--- src/rtl/lprun_pkg.sv ---
package lprun_pkg;

   typedef enum logic [1:0] {
      REQ_HOLD = 2'd0,
      REQ_SET  = 2'd1,
      REQ_CLR  = 2'd2
   } req_op_e;

   typedef struct packed {
      logic clk_sel_ok;
      logic osc_ok;
      logic bus_ok;
      logic adc_ok;
      logic lvd_ok;
      logic flash_ok;
      logic dbg_ok;
   } entry_qual_t;

   function automatic logic all_qual(input entry_qual_t q);
      return &q;
   endfunction

endpackage

--- src/rtl/lprun_dbgsync.sv ---
module lprun_dbgsync #(
   parameter int STAGES = 2
) (
   input  logic clk,
   input  logic rst_n,
   input  logic pin_i,
   output logic fall_o
);
   logic [STAGES-1:0] sync_q;
   logic              prev_q;

   generate
      if (STAGES < 2) begin : g_bad_stages
         $error("lprun_dbgsync: STAGES must be at least 2");
      end
   endgenerate

   always_ff @(posedge clk or negedge rst_n) begin
      if (!rst_n) begin
         sync_q <= '1;
         prev_q <= 1'b1;
      end else begin
         sync_q <= {sync_q[STAGES-2:0], pin_i};
         prev_q <= sync_q[STAGES-1];
      end
   end

   assign fall_o = prev_q & ~sync_q[STAGES-1];

   AST_FALL_AFTER_HIGH: assert property (@(posedge clk) disable iff (!rst_n)
      fall_o |-> !$past(fall_o)) else $error("double fall pulse");

endmodule

--- src/rtl/lprun_gate.sv ---
module lprun_gate
   import lprun_pkg::*;
#(
   parameter int CLKMODE_W     = 3,
   parameter int LP_CLK_CODE   = 3,
   parameter int BUS_W         = 16,
   parameter int BUS_LIMIT_KHZ = 125
) (
   input  logic [CLKMODE_W-1:0] clk_mode_i,
   input  logic                 osc_hg_i,
   input  logic [BUS_W-1:0]     bus_khz_i,
   input  logic                 adc_en_i,
   input  logic                 adc_lp_i,
   input  logic                 lvd_en_i,
   input  logic                 flash_busy_i,
   input  logic                 dbg_active_i,
   output logic                 entry_ok_o
);
   localparam logic [CLKMODE_W-1:0] LP_CODE = CLKMODE_W'(LP_CLK_CODE);
   localparam logic [BUS_W-1:0]     LIMIT   = BUS_W'(BUS_LIMIT_KHZ);

   generate
      if (LP_CLK_CODE >= (1 << CLKMODE_W)) begin : g_bad_code
         $error("lprun_gate: LP_CLK_CODE does not fit CLKMODE_W");
      end
      if (BUS_LIMIT_KHZ >= (1 << BUS_W)) begin : g_bad_limit
         $error("lprun_gate: BUS_LIMIT_KHZ does not fit BUS_W");
      end
   endgenerate

   entry_qual_t qual;

   always_comb begin
      qual.clk_sel_ok = (clk_mode_i == LP_CODE);
      qual.osc_ok     = ~osc_hg_i;
      qual.bus_ok     = (bus_khz_i < LIMIT);
      qual.adc_ok     = adc_lp_i | ~adc_en_i;
      qual.lvd_ok     = ~lvd_en_i;
      qual.flash_ok   = ~flash_busy_i;
      qual.dbg_ok     = ~dbg_active_i;
   end

   assign entry_ok_o = all_qual(qual);

   always_comb begin
      if (dbg_active_i) AST_NO_OK_IN_DEBUG: assert (!entry_ok_o);
   end

endmodule

--- src/rtl/lprun_core.sv ---
module lprun_core
   import lprun_pkg::*;
(
   input  logic clk,
   input  logic rst_n,
   input  logic wr_i,
   input  logic wdata_req_i,
   input  logic wdata_wake_i,
   input  logic entry_ok_i,
   input  logic dbg_fall_i,
   input  logic dbg_pin_en_i,
   input  logic dbg_pin_raw_i,
   input  logic irq_i,
   input  logic ready_i,
   output logic req_o,
   output logic wake_o,
   output logic stat_o,
   output logic boot_run_o
);
   logic    req_q, wake_q, stat_q, boot_done_q, boot_run_q;
   logic    lp_active, dbg_exit, irq_exit;
   req_op_e op;
   logic    req_d, stat_d;

   assign lp_active = req_q | stat_q;
   assign dbg_exit  = dbg_pin_en_i & dbg_fall_i & lp_active;
   assign irq_exit  = wake_q & irq_i & req_q;

   always_comb begin
      if (dbg_exit || irq_exit)          op = REQ_CLR;
      else if (wr_i && !wdata_req_i)     op = REQ_CLR;
      else if (wr_i && entry_ok_i)       op = REQ_SET;
      else                               op = REQ_HOLD;
   end

   always_comb begin
      case (op)
         REQ_SET: req_d = 1'b1;
         REQ_CLR: req_d = 1'b0;
         default: req_d = req_q;
      endcase
   end

   always_comb begin
      if (dbg_exit)     stat_d = 1'b0;
      else if (ready_i) stat_d = req_q;
      else              stat_d = stat_q;
   end

   always_ff @(posedge clk or negedge rst_n) begin
      if (!rst_n) begin
         req_q       <= 1'b0;
         wake_q      <= 1'b0;
         stat_q      <= 1'b0;
         boot_done_q <= 1'b0;
         boot_run_q  <= 1'b0;
      end else begin
         req_q  <= req_d;
         stat_q <= stat_d;
         if (wr_i) wake_q <= wdata_wake_i;
         if (!boot_done_q) begin
            boot_done_q <= 1'b1;
            boot_run_q  <= dbg_pin_raw_i;
         end
      end
   end

   assign req_o      = req_q;
   assign wake_o     = wake_q;
   assign stat_o     = stat_q;
   assign boot_run_o = boot_run_q;

   AST_ENTRY_QUALIFIED: assert property (@(posedge clk) disable iff (!rst_n)
      $rose(req_q) |-> $past(entry_ok_i && wr_i && wdata_req_i)) else $error("unqualified entry");
   AST_DBG_EXIT_CLEARS: assert property (@(posedge clk) disable iff (!rst_n)
      (dbg_pin_en_i && dbg_fall_i && (req_q || stat_q)) |=> (!req_q && !stat_q)) else $error("debug exit");
   AST_IRQ_EXIT_CLEARS: assert property (@(posedge clk) disable iff (!rst_n)
      (wake_q && irq_i && req_q) |=> !req_q) else $error("irq exit");
   AST_STAT_HANDSHAKE: assert property (@(posedge clk) disable iff (!rst_n)
      (stat_q != $past(stat_q)) |-> $past(ready_i || dbg_fall_i)) else $error("status moved");
   AST_BOOT_HELD: assert property (@(posedge clk) disable iff (!rst_n)
      $past(boot_done_q) |-> $stable(boot_run_q)) else $error("boot moved");

endmodule

--- src/rtl/lprun_ctrl.sv ---
module lprun_ctrl #(
   parameter int SYNC_STAGES   = 2,
   parameter int CLKMODE_W     = 3,
   parameter int LP_CLK_CODE   = 3,
   parameter int BUS_W         = 16,
   parameter int BUS_LIMIT_KHZ = 125
) (
   input  logic                 clk,
   input  logic                 rst_n,
   input  logic                 reg_wr,
   input  logic                 reg_wdata_lpreq,
   input  logic                 reg_wdata_wake,
   input  logic [CLKMODE_W-1:0] clk_mode,
   input  logic                 osc_high_gain,
   input  logic [BUS_W-1:0]     bus_khz,
   input  logic                 adc_enabled,
   input  logic                 adc_low_power,
   input  logic                 lvd_enabled,
   input  logic                 flash_busy,
   input  logic                 dbg_pin,
   input  logic                 dbg_pin_en,
   input  logic                 dbg_active,
   input  logic                 irq_pending,
   input  logic                 vreg_ready,
   output logic                 vreg_lp_req,
   output logic                 lpreq_bit,
   output logic                 wake_en_bit,
   output logic                 lp_status,
   output logic                 boot_run_sel
);
   logic entry_ok, dbg_fall, req;

   lprun_gate #(
      .CLKMODE_W(CLKMODE_W), .LP_CLK_CODE(LP_CLK_CODE),
      .BUS_W(BUS_W), .BUS_LIMIT_KHZ(BUS_LIMIT_KHZ)
   ) u_gate (
      .clk_mode_i(clk_mode), .osc_hg_i(osc_high_gain), .bus_khz_i(bus_khz),
      .adc_en_i(adc_enabled), .adc_lp_i(adc_low_power), .lvd_en_i(lvd_enabled),
      .flash_busy_i(flash_busy), .dbg_active_i(dbg_active), .entry_ok_o(entry_ok)
   );

   lprun_dbgsync #(.STAGES(SYNC_STAGES)) u_sync (
      .clk(clk), .rst_n(rst_n), .pin_i(dbg_pin), .fall_o(dbg_fall)
   );

   lprun_core u_core (
      .clk(clk), .rst_n(rst_n), .wr_i(reg_wr), .wdata_req_i(reg_wdata_lpreq),
      .wdata_wake_i(reg_wdata_wake), .entry_ok_i(entry_ok), .dbg_fall_i(dbg_fall),
      .dbg_pin_en_i(dbg_pin_en), .dbg_pin_raw_i(dbg_pin), .irq_i(irq_pending),
      .ready_i(vreg_ready), .req_o(req), .wake_o(wake_en_bit), .stat_o(lp_status),
      .boot_run_o(boot_run_sel)
   );

   assign lpreq_bit   = req;
   assign vreg_lp_req = req;

   AST_REQ_MATCHES_OUT: assert property (@(posedge clk) disable iff (!rst_n)
      vreg_lp_req == lpreq_bit) else $error("request mismatch");

endmodule

--- config.mk ---
export PLATFORM = sky130hd
export DESIGN_NAME = lprun_ctrl
export DESIGN_NICKNAME = d
export VERILOG_FILES = /design/src/rtl/lprun_pkg.sv /design/src/rtl/lprun_dbgsync.sv /design/src/rtl/lprun_gate.sv /design/src/rtl/lprun_core.sv /design/src/rtl/lprun_ctrl.sv
export SDC_FILE = /design/constraint.sdc
export NUM_CORES = 1
export LEC_CHECK = 0
export BUFFER_PORTS_ARGS = -buffer_cell sky130_fd_sc_hd__buf_2
export CAP_MARGIN = 20
export CORE_MARGIN = 8
export CORE_UTILIZATION = 30
export DETAILED_ROUTE_END_ITERATION = 12
export PLACE_DENSITY_LB_ADDON = 0.05
export SETUP_SLACK_MARGIN = 0.1
export SLEW_MARGIN = 10
export SYNTH_ARGS = -nofsm -noshare
export SYNTH_HDL_FRONTEND = slang
export SYNTH_HIERARCHICAL = 1
export SYNTH_SLANG_ARGS = --single-unit
--- constraint.sdc ---
create_clock -name clk -period 1.4 [get_ports clk]
set_input_delay 0.07 -clock clk [delete_from_list [all_inputs] [get_ports clk]]
set_output_delay 0.07 -clock clk [all_outputs]
set_load 0.005 [all_outputs]
After elaboration in Yosys (flattened, before gate mapping)
Index checks and enable logic that the tools add are counted.

operators by class
  reductions and logical operators = 7
  muxes and demuxes = 6
  equal/unequal tests = 3
  bitwise gates (word level) = 13
  $lt $le $gt $ge = 1

operators by type and width
  operator               count
  $lt A16 B7 Y1 const B  1
  $reduce_and A7 Y1      1
  $not A1 Y1             6
  $and A1 B1 Y1          5
  $mux W2                2
  $reduce_bool A2 Y1     2
  $eq A3 B2 Y1 const B   1
  $mux W1                3
  $eq A2 B1 Y1 const B   1
  $eq A2 B2 Y1 const B   1
  $logic_and A1 B1 Y1    2
  $or A1 B1 Y1           2
  $pmux W1 S2            1
  $logic_not A1 Y1       1
  $logic_or A1 B1 Y1     1

storage, ports and cells
  word-level logic and storage cells = 37
  bits in registers = 8

Longest topological paths before layout
Gate-level depths: netlist of run 1.

  depth after elaboration = 9
  gate-level depth with buffers = 6
  mapped depth without buffers = 6

Hierarchy
The synthesis of run 1 kept the hierarchy.

modules (own cells, without submodules)
  module         area each (um^2)  cells an instance  times used  seq. area each (um^2)
  lprun_core     237.7             18                 1           125.1
  lprun_dbgsync  92.6              4                  1           78.8
  lprun_gate     73.8              11                 1           0.0
  lprun_ctrl     7.5               1                  1           0.0

Least setup slack after synthesis of run 1
Ideal clock, no wire load.

  path kind = reg2reg
  start point = register u_sync.sync_q[1]
  end point = register u_core.req_q, in the netlist u_core/req_o
  setup slack = -0.014 ns
  arrival time = 1.292 ns
  buffers on the path = 0
  data required time = 1.277 ns
  stages on the path, launching flop included = 6
  setup time = 0.123 ns
  cells stage by stage = dfstp_2 > nor2b_4 > a32oi_2 > o2111ai_2 > ha_1 > mux2i_1

on the way
  word-level cells in the longest chain between the ends = 8

ends and longest elaborated chain
  item                                                      RTL line             RTL
  start: declaration                                        lprun_dbgsync.sv:9   logic [STAGES-1:0] sync_q;
  start signal: assignment                                  lprun_dbgsync.sv:23  sync_q <= {sync_q[STAGES-2:0], pin_i};
  $not A1 Y1 *                                              lprun_dbgsync.sv:28  assign fall_o = prev_q & ~sync_q[STAGES-1];
  $and A1 B1 Y1 *                                           lprun_dbgsync.sv:28
  net dbg_fall                                              lprun_ctrl.sv:31     logic entry_ok, dbg_fall, req;
  $and A1 B1 Y1 * (2 in series)                             lprun_core.sv:26     assign dbg_exit = dbg_pin_en_i & dbg_fall_i & lp_active;
  $logic_or A1 B1 Y1 *                                      lprun_core.sv:30     if (dbg_exit || irq_exit) op = REQ_CLR;
  $mux W2 *                                                 lprun_core.sv:30
  $eq A2 B2 Y1 / $eq A2 B1 Y1 (equally long branches)       lprun_core.sv:37     case (op)
  $pmux W1 S2 / $reduce_bool A2 Y1 (equally long branches)  --
  end signal: assignment                                    lprun_core.sv:58     req_q <= req_d;
  end: declaration                                          lprun_core.sv:20     logic req_q, wake_q, stat_q, boot_done_q, boot_run_q;

Mark *: on every way through the listed nets, which the timed path passes. The rest lies on a longest branch.
A chain may end at the register's enable or synchronous reset.

Final worst setup path of run 1
Same ends and word-level chain as after synthesis.

==> out/qor.yml, run 1 <==
pwr:
  vdd.ir_drop.worst_uv: 589
  p_leak_uw: 0.000334
  p_per_area_mw_per_mm2: 1050
  finalPower_uw: 691
status:
  status: "finished, violations left"
  violations: "setup timing"
synthesis:
  synth-seq-area-share_pct: 49.5
  synthTopCellsByArea: "dfrtp_1 (30%), dfstp_2 (19%), mux2_2 (5.5%), mux2i_1 (4.9%), a32oi_2 (4.0%)"
  ys_warn_count: 6
  synth_top_area_cell: "dfrtp_1"
  synth_edf_count: 0
  synth.top_cell.area_share_pct: 30.4
  synth.distinct_cells: 22
  synth_area_per_cell_um2: 12.1
  syn_area_um2: 412
  yosysMostFrequentCell: "dfrtp_1"
  ys_ff_latch: 8
  synth_cells: 34
  yosys-top-cells-count: "dfrtp_1 (5), dfstp_2 (3), inv_1 (3)"
  synth_flop_cell: "dfrtp_1"
  syn_nets: 69
  async_flop_share_pct: 100
global_route:
  first_global_vias: 471
  grt_max_degree: 9
  grt-ovfl-total: 0
  antenna_found_initial: 0
  grt_usage_pct: 9.42
  grt_pass1_wl_um: 1950
placed_design:
  port_buffers: 38
  gp_congestion: 0.692
  hpwl_um: 1030
  dp_slack_ns: -0.0762
  dp_cells: 86
sta:
  final_max_slew_viol_count: 0
  fin_crit_ns: 1.47
  rsz0062_at_grt: "yes"
  final_hold_viol_count: 0
  setup_slack_ns: -0.0691
  period_share_pct: 105
  setup_viol: 1
  whs_ns: 0.0188
  fmax_mhz: 681
  skew_ns: 0.000554
routing:
  drc: 0
  highest_layer: "met3"
  vias_per_cell: 4.60
  met3_length_um: 153
  met2_length_um: 572
  wl_um: 1160
  final_antenna_net_count: 0
  vias: 423
  drt-initial-drc-count: 1
  wl_per_cell_um: 12.6
  wirelength_met1_um: 430
  firstDrtPassIters: 2
floorplan:
  io_pins: 39
  die_area_mm2: 0.00281
  design.core.area_mm2: 0.00128
  die_x_um: 53.0
  rows: 13
  start_util_pct: 32.0
  die_h_um: 53.0
job:
  cap_violations: 0
min_path:
  whs_endpoint: "u_core/stat_o"
  holdPathStages: 2
  min-delay-start: "dbg_pin_en"
  hold_class: "in -> reg"
clock_tree:
  cts_max_level: 1
  cts_root_buffer: "clkbuf_4"
  clk_pin_slew_ns: 0.05
  cts_setup_buffers: 0
  cts.sinks: 8
  numCtsBuffers: 3
  tritoncts: "done"
  ctsLongestPathBuffers: 2
  clk_latency_ns: 0.25
cells_and_area:
  nNetsFinal: 113
  n_antenna_cell: 0
  final_core_util_pct: 51.3
  area_growth_pct: 60.2
  drive_gt1_share_pct: 66.2
  layout.cells.non_filler: 92
critical_path:
  cp.arrival_ns: 1.64
  cp.required_ns: 1.58
  crit_fanout: 2
  crit_path_start_kind: "register"
  crit_type: "reg -> reg"
  rr_startpoint: "u_sync/sync_q[1]"
  r2r_end: "u_core/req_o"
  reg2reg_slack_ns: -0.07
  end_kind: "register"
  r2r_cells: 5
## layout make-up
class	count	area [µm²]
Fill cell	127	626
Multi-Input combinational cell	22	189
Inverter	3	11.3
Timing Repair Buffer	40	210
Clock buffer	4	26.3
Sequential cell	8	204
Tap cell	15	18.8
## flip-flops by register name (all words and copies together), names as in the netlist
| name | cells |
|---|---|
| u_sync/sync_q | 2 |
| u_core/boot_done_q | 1 |
| u_core/boot_run_o | 1 |
| u_core/req_o | 1 |
| u_core/stat_o | 1 |
| u_core/wake_o | 1 |
| u_sync/prev_q | 1 |
## logic make-up (layout without fill, tap and decap cells)
group,Yosys count,after routing,synth area share (%)
AOI/OAI and AO/OA,6,6,12.8
adders and majority gates,1,1,3.04
buffers and inverters,4,47,4.56
DFF,8,8,49.5
muxes,4,4,10.3
other,1,1,0.911
and+or+nand+nor,10,10,18.8
## layer usage
metal | track usage, % | up-vias
met1 | 9.31 | 191
met3 | 6.44 | 0
met2 | 15.6 | 22
li1 | - | 210
met4 | 2.59 | 0
met5 | 0 | -
## power breakdown
| group | internal (µW) | leakage [µW] | total (µW) | switching (µW) |
|---|---|---|---|---|
| clock | 109 | 0.0000150 | 188 | 79.1 |
| sequential | 274 | 0.0000895 | 311 | 37.5 |
| combinational | 110 | 0.000229 | 192 | 81.7 |
## timing repair
item                                    in CTS  in global routing
endpoints found under the hold margin        9                  0
gates resized for setup                      0                  0
endpoints found under the setup margin       1                  1
pin swaps                                    0                  0
hold buffers                                 2                  0
## placed cells by master (no fill, tap or decap)
cell type       n
a21oi_1         1
a32oi_2         1
buf_2          38
clkbuf_1        1
clkbuf_4        3
conb_1          1
dfrtp_1         5
dfstp_2         3
dlygate4sd3_1   2
ha_1            1
inv_1           3
mux2_2          2
mux2i_1         2
nand3_1         1
nand4_1         1
nor2_1          2
nor2b_4         1
nor3_2          1
nor4_1          2
nor4_2          1
nor4bb_1        1
o2111ai_2       1
o21ai_0         1
o21ai_1         1
o22ai_1         1
## metrics by stage
stage / TNS (ns) / cell area, µm²
2_1_floorplan: 0 / 412
6_report: -0.0691 / 659
3_3_place_gp: -0.0355 / 613
4_1_cts: -0.0845 / 659
5_1_grt: -0.151 / 659
3_5_place_dp: -0.0762 / 613
## critical path: stages, from the launching register on
cell and delay (ns):
dfstp_2 0.55, nor2b_4 0.04, a32oi_2 0.18, o2111ai_2 0.12, ha_1 0.31, mux2i_1 0.19
## worst max-delay path by stage
stage / from / to / slack [ns]
after CTS: u_sync/sync_q[1] / u_core/req_o / -0.08
after global placement: bus_khz[15] / u_core/req_o / -0.04
after floorplan: u_sync/sync_q[1] / u_core/req_o / 0.01
final: u_sync/sync_q[1] / u_core/req_o / -0.07
after global routing: u_sync/sync_q[1] / u_core/req_o / -0.15
after detailed placement: bus_khz[15] / u_core/req_o / -0.08
(Power assumes the default switching activity.)
==> run 2, diff against run 1 <==
Settings changed: BUFFER_PORTS_ARGS -buffer_cell sky130_fd_sc_hd__buf_2 to unset, CORE_AREA set to 8 8 45 47, CORE_MARGIN 8 to unset, CORE_UTILIZATION 30 to unset, DIE_AREA set to 0 0 53 55, DONT_BUFFER_PORTS set to 1.
==> run 2 against run 1 <==
Non-clock buffer count down 34; wire length fell by 7.2%; clock-buffer cell count unchanged; worst hold slack better by 0.027 ns; sequential share of layout area rose by 9.2 points; global-route usage decreased by 2.0 points; fmax decreased by 2.2%; largest power group unchanged; clock power shrank 2%; sequential power rose by 2%; critical endpoint unchanged; the flow still finishes with violations (setup timing); die area rose by 3.6%.
==> out/qor.yml, run 2 (same netlist as run 1, synthesis figures left out) <==
pwr:
  pwr-share-clk_pct: 29.1  # +1.9 points
  p_switching_uw: 178  # -10%
  switching_share_pct: 28.2  # -0.50 points
  p_per_area_mw_per_mm2: 1240  # +19%
  power.internal_uw: 453  # -8.0%
  p_seq_share_pct: 50.1  # +5.1 points
  p_leak_uw: 0.000202  # -39%
  comb_power_share_pct: 20.8  # -7.0 points
  vdd.ir_drop.worst_uv: 532  # -9.6%
sta:
  setup_slack_ns: -0.102  # -0.0330 ns
  setup_viol: 1  # unchanged
  fmax_mhz: 666  # -2.2%
  fin_crit_ns: 1.50  # +0.0330 ns
  final_hold_viol_count: 0  # unchanged
  skew_ns: 0.00164  # +0.00109 ns
  whs_ns: 0.0458  # +0.0270 ns
  final_max_slew_viol_count: 0  # unchanged
  period_share_pct: 107  # +2.4 points
  rsz0062_at_grt: "yes"
cells_and_area:
  top_register: "u_sync/sync_q"
  mostFrequentLayoutCells: "dlygate4sd3_1 (5), dfrtp_1 (5), clkbuf_4 (3), inv_1 (3), dfstp_2 (3)"
  area_growth_pct: 23.4
  multi_input_area_um2: 189  # unchanged
  fillers: 144  # +13%
  stdcell_area_um2: 508  # -23%
  ff_latch_area_um2: 204  # unchanged
  nNetsFinal: 79  # -30%
  drive_gt1_share_pct: 32.6  # -34 points
  n_antenna_cell: 0  # unchanged
  largest_reg_flops: 2  # unchanged
critical_path:
  crit_type: "reg -> reg"
  critPathSlowestCell: "dfstp_2"
  crit_fanout: 2  # unchanged
  crit_path_start_kind: "register"
  cp.arrival_ns: 1.66  # +0.02 ns
  critPathBufInv: 0  # unchanged
  end_kind: "register"
  cpPeakStageDelay_ns: 0.55  # about the same
  worst_path_dominant_cell_family: "flip-flops"
  crit_chain: "nor2b_4, a32oi_2, o2111ai_2, ha_1, mux2i_1"
  cp.required_ns: 1.56  # -0.02 ns
floorplan:
  die_h_um: 55  # +3.7%
  start_util_pct: 29.7  # -2.3 points
  design.core.area_mm2: 0.00138  # +7.7%
  die_x_um: 53  # about the same
  rows: 14  # +1
  io_pins: 39  # unchanged
  die_area_mm2: 0.00292  # +3.6%
global_route:
  grt_pass1_wl_um: 1500  # -23%
  busiest_layer: "met2"
  first_global_vias: 355  # -25%
  grt_usage_pct: 7.43  # -2.0 points
  use_met3_pct: 3.74  # -2.7 points
  use_met2_pct: 13.9  # -1.8 points
  antenna_found_initial: 0  # unchanged
  grt_max_degree: 9  # unchanged
  grt_use_met1_pct: 5.43  # -3.9 points
  grt-ovfl-total: 0  # unchanged
clock_tree:
  clk_pin_slew_ns: 0.05  # about the same
  clk_latency_ns: 0.25  # about the same
  tritoncts: "done"
  cts.sinks: 8  # unchanged
  numCtsBuffers: 3  # unchanged
  cts_setup_buffers: 0  # unchanged
  ctsLongestPathBuffers: 2  # unchanged
  cts_root_buffer: "clkbuf_4"
  cts_max_level: 1  # unchanged
routing:
  final_antenna_net_count: 0  # unchanged
  vias_per_cell: 5.37  # +17%
  drt-initial-drc-count: 3  # +2
  drc: 0  # unchanged
  firstDrtPassIters: 2  # unchanged
  wl_um: 1070  # -7.2%
  wl_per_cell_um: 18.2  # +45%
  vias: 317  # -25%
min_path:
  hold_class: "in -> reg"
status:
  violations: "setup timing"
  status: "finished, violations left"
placed_design:
  hpwl_um: 927  # -9.9%
  port_buffers: 0  # -100%
  dpl_cell_area_um2: 432  # -30%
  gp_congestion: 0.747  # +8.0%
job:
  cap_violations: 0  # unchanged
==> run 2: through the flow <==
| step | util [%] | cells | setup TNS [ns] | total power (µW) | worst slack [ns] |
|---|---|---|---|---|---|
| final | 36.7 | 59 | -0.102 | 631 | -0.102 |
| after global routing | 36.7 | 59 | -0.207 | 678 | -0.207 |
| after CTS | 36.7 | 59 | -0.103 | 644 | -0.103 |
| after detailed placement | 31.2 | 50 | -0.0915 | 438 | -0.0915 |
| after global placement | 31.2 | 50 | -0.0123 | 434 | -0.0123 |
| after floorplan | - | 34 | 0 | 410 | 0.0149 |
==> run 2: path summary, 6_finish.rpt <==
| path | start | to | slack (ns) | cells past startpoint |
|---|---|---|---|---|
| max in group asynchronous | rst_n | u_sync/sync_q[0] | 0.93 | 1 |
| worst min-delay path | vreg_ready | u_core/stat_o | 0.05 | 2 |
| min in group asynchronous | rst_n | u_core/stat_o | 0.17 | 1 |
| worst min register to register | u_sync/sync_q[0] | u_sync/sync_q[1] | 0.36 | 0 |
| worst max register to register | u_sync/sync_q[1] | u_core/req_o | -0.10 | 5 |
| worst max-delay path | u_sync/sync_q[1] | u_core/req_o | -0.10 | 5 |
==> run 2: power groups by stage <==
stage	clock [µW]	combinational [µW]	sequential, µW
after floorplan	0	94.4	315
after global placement	0	112	322
after detailed placement	0	117	321
after CTS	193	133	317
after global routing	205	151	322
final	184	131	316
==> run 2: routing by layer <==
metal / share of wire [%] / up-vias / routed length [µm]
met5: 0 / - / 0
met4: 0 / 0 / 0
met3: 17 / 0 / 187
met2: 54 / 22 / 584
met1: 28 / 152 / 300
li1: - / 143 / -
==> run 2: worst reg2reg max path: cells and delay by family, from the launching register on <==
kind	cells	cell delay, ns
AO/OA/AOI/OAI	2	0.31
adder cells (fa/ha/maj)	1	0.31
flip-flops	1	0.55
multiplexers	1	0.21
AND/OR/NAND/NOR	1	0.04
==> run 2: cell type report <==
type / instances / share of cell area, %
clock buffer: 4 / 5.17
timing repair buffer: 6 / 11.3
multi-input combinational: 22 / 37.2
tap: 16 / 3.94
inverter: 3 / 2.22
sequential: 8 / 40.1
==> run 2: repair_timing <==
action                     in CTS  in global routing
resized for setup               0                  0
cloned                          0                  0
setup endpoints to repair       1                  1
hold buffers                    5                  0
hold endpoints to repair       12                  0
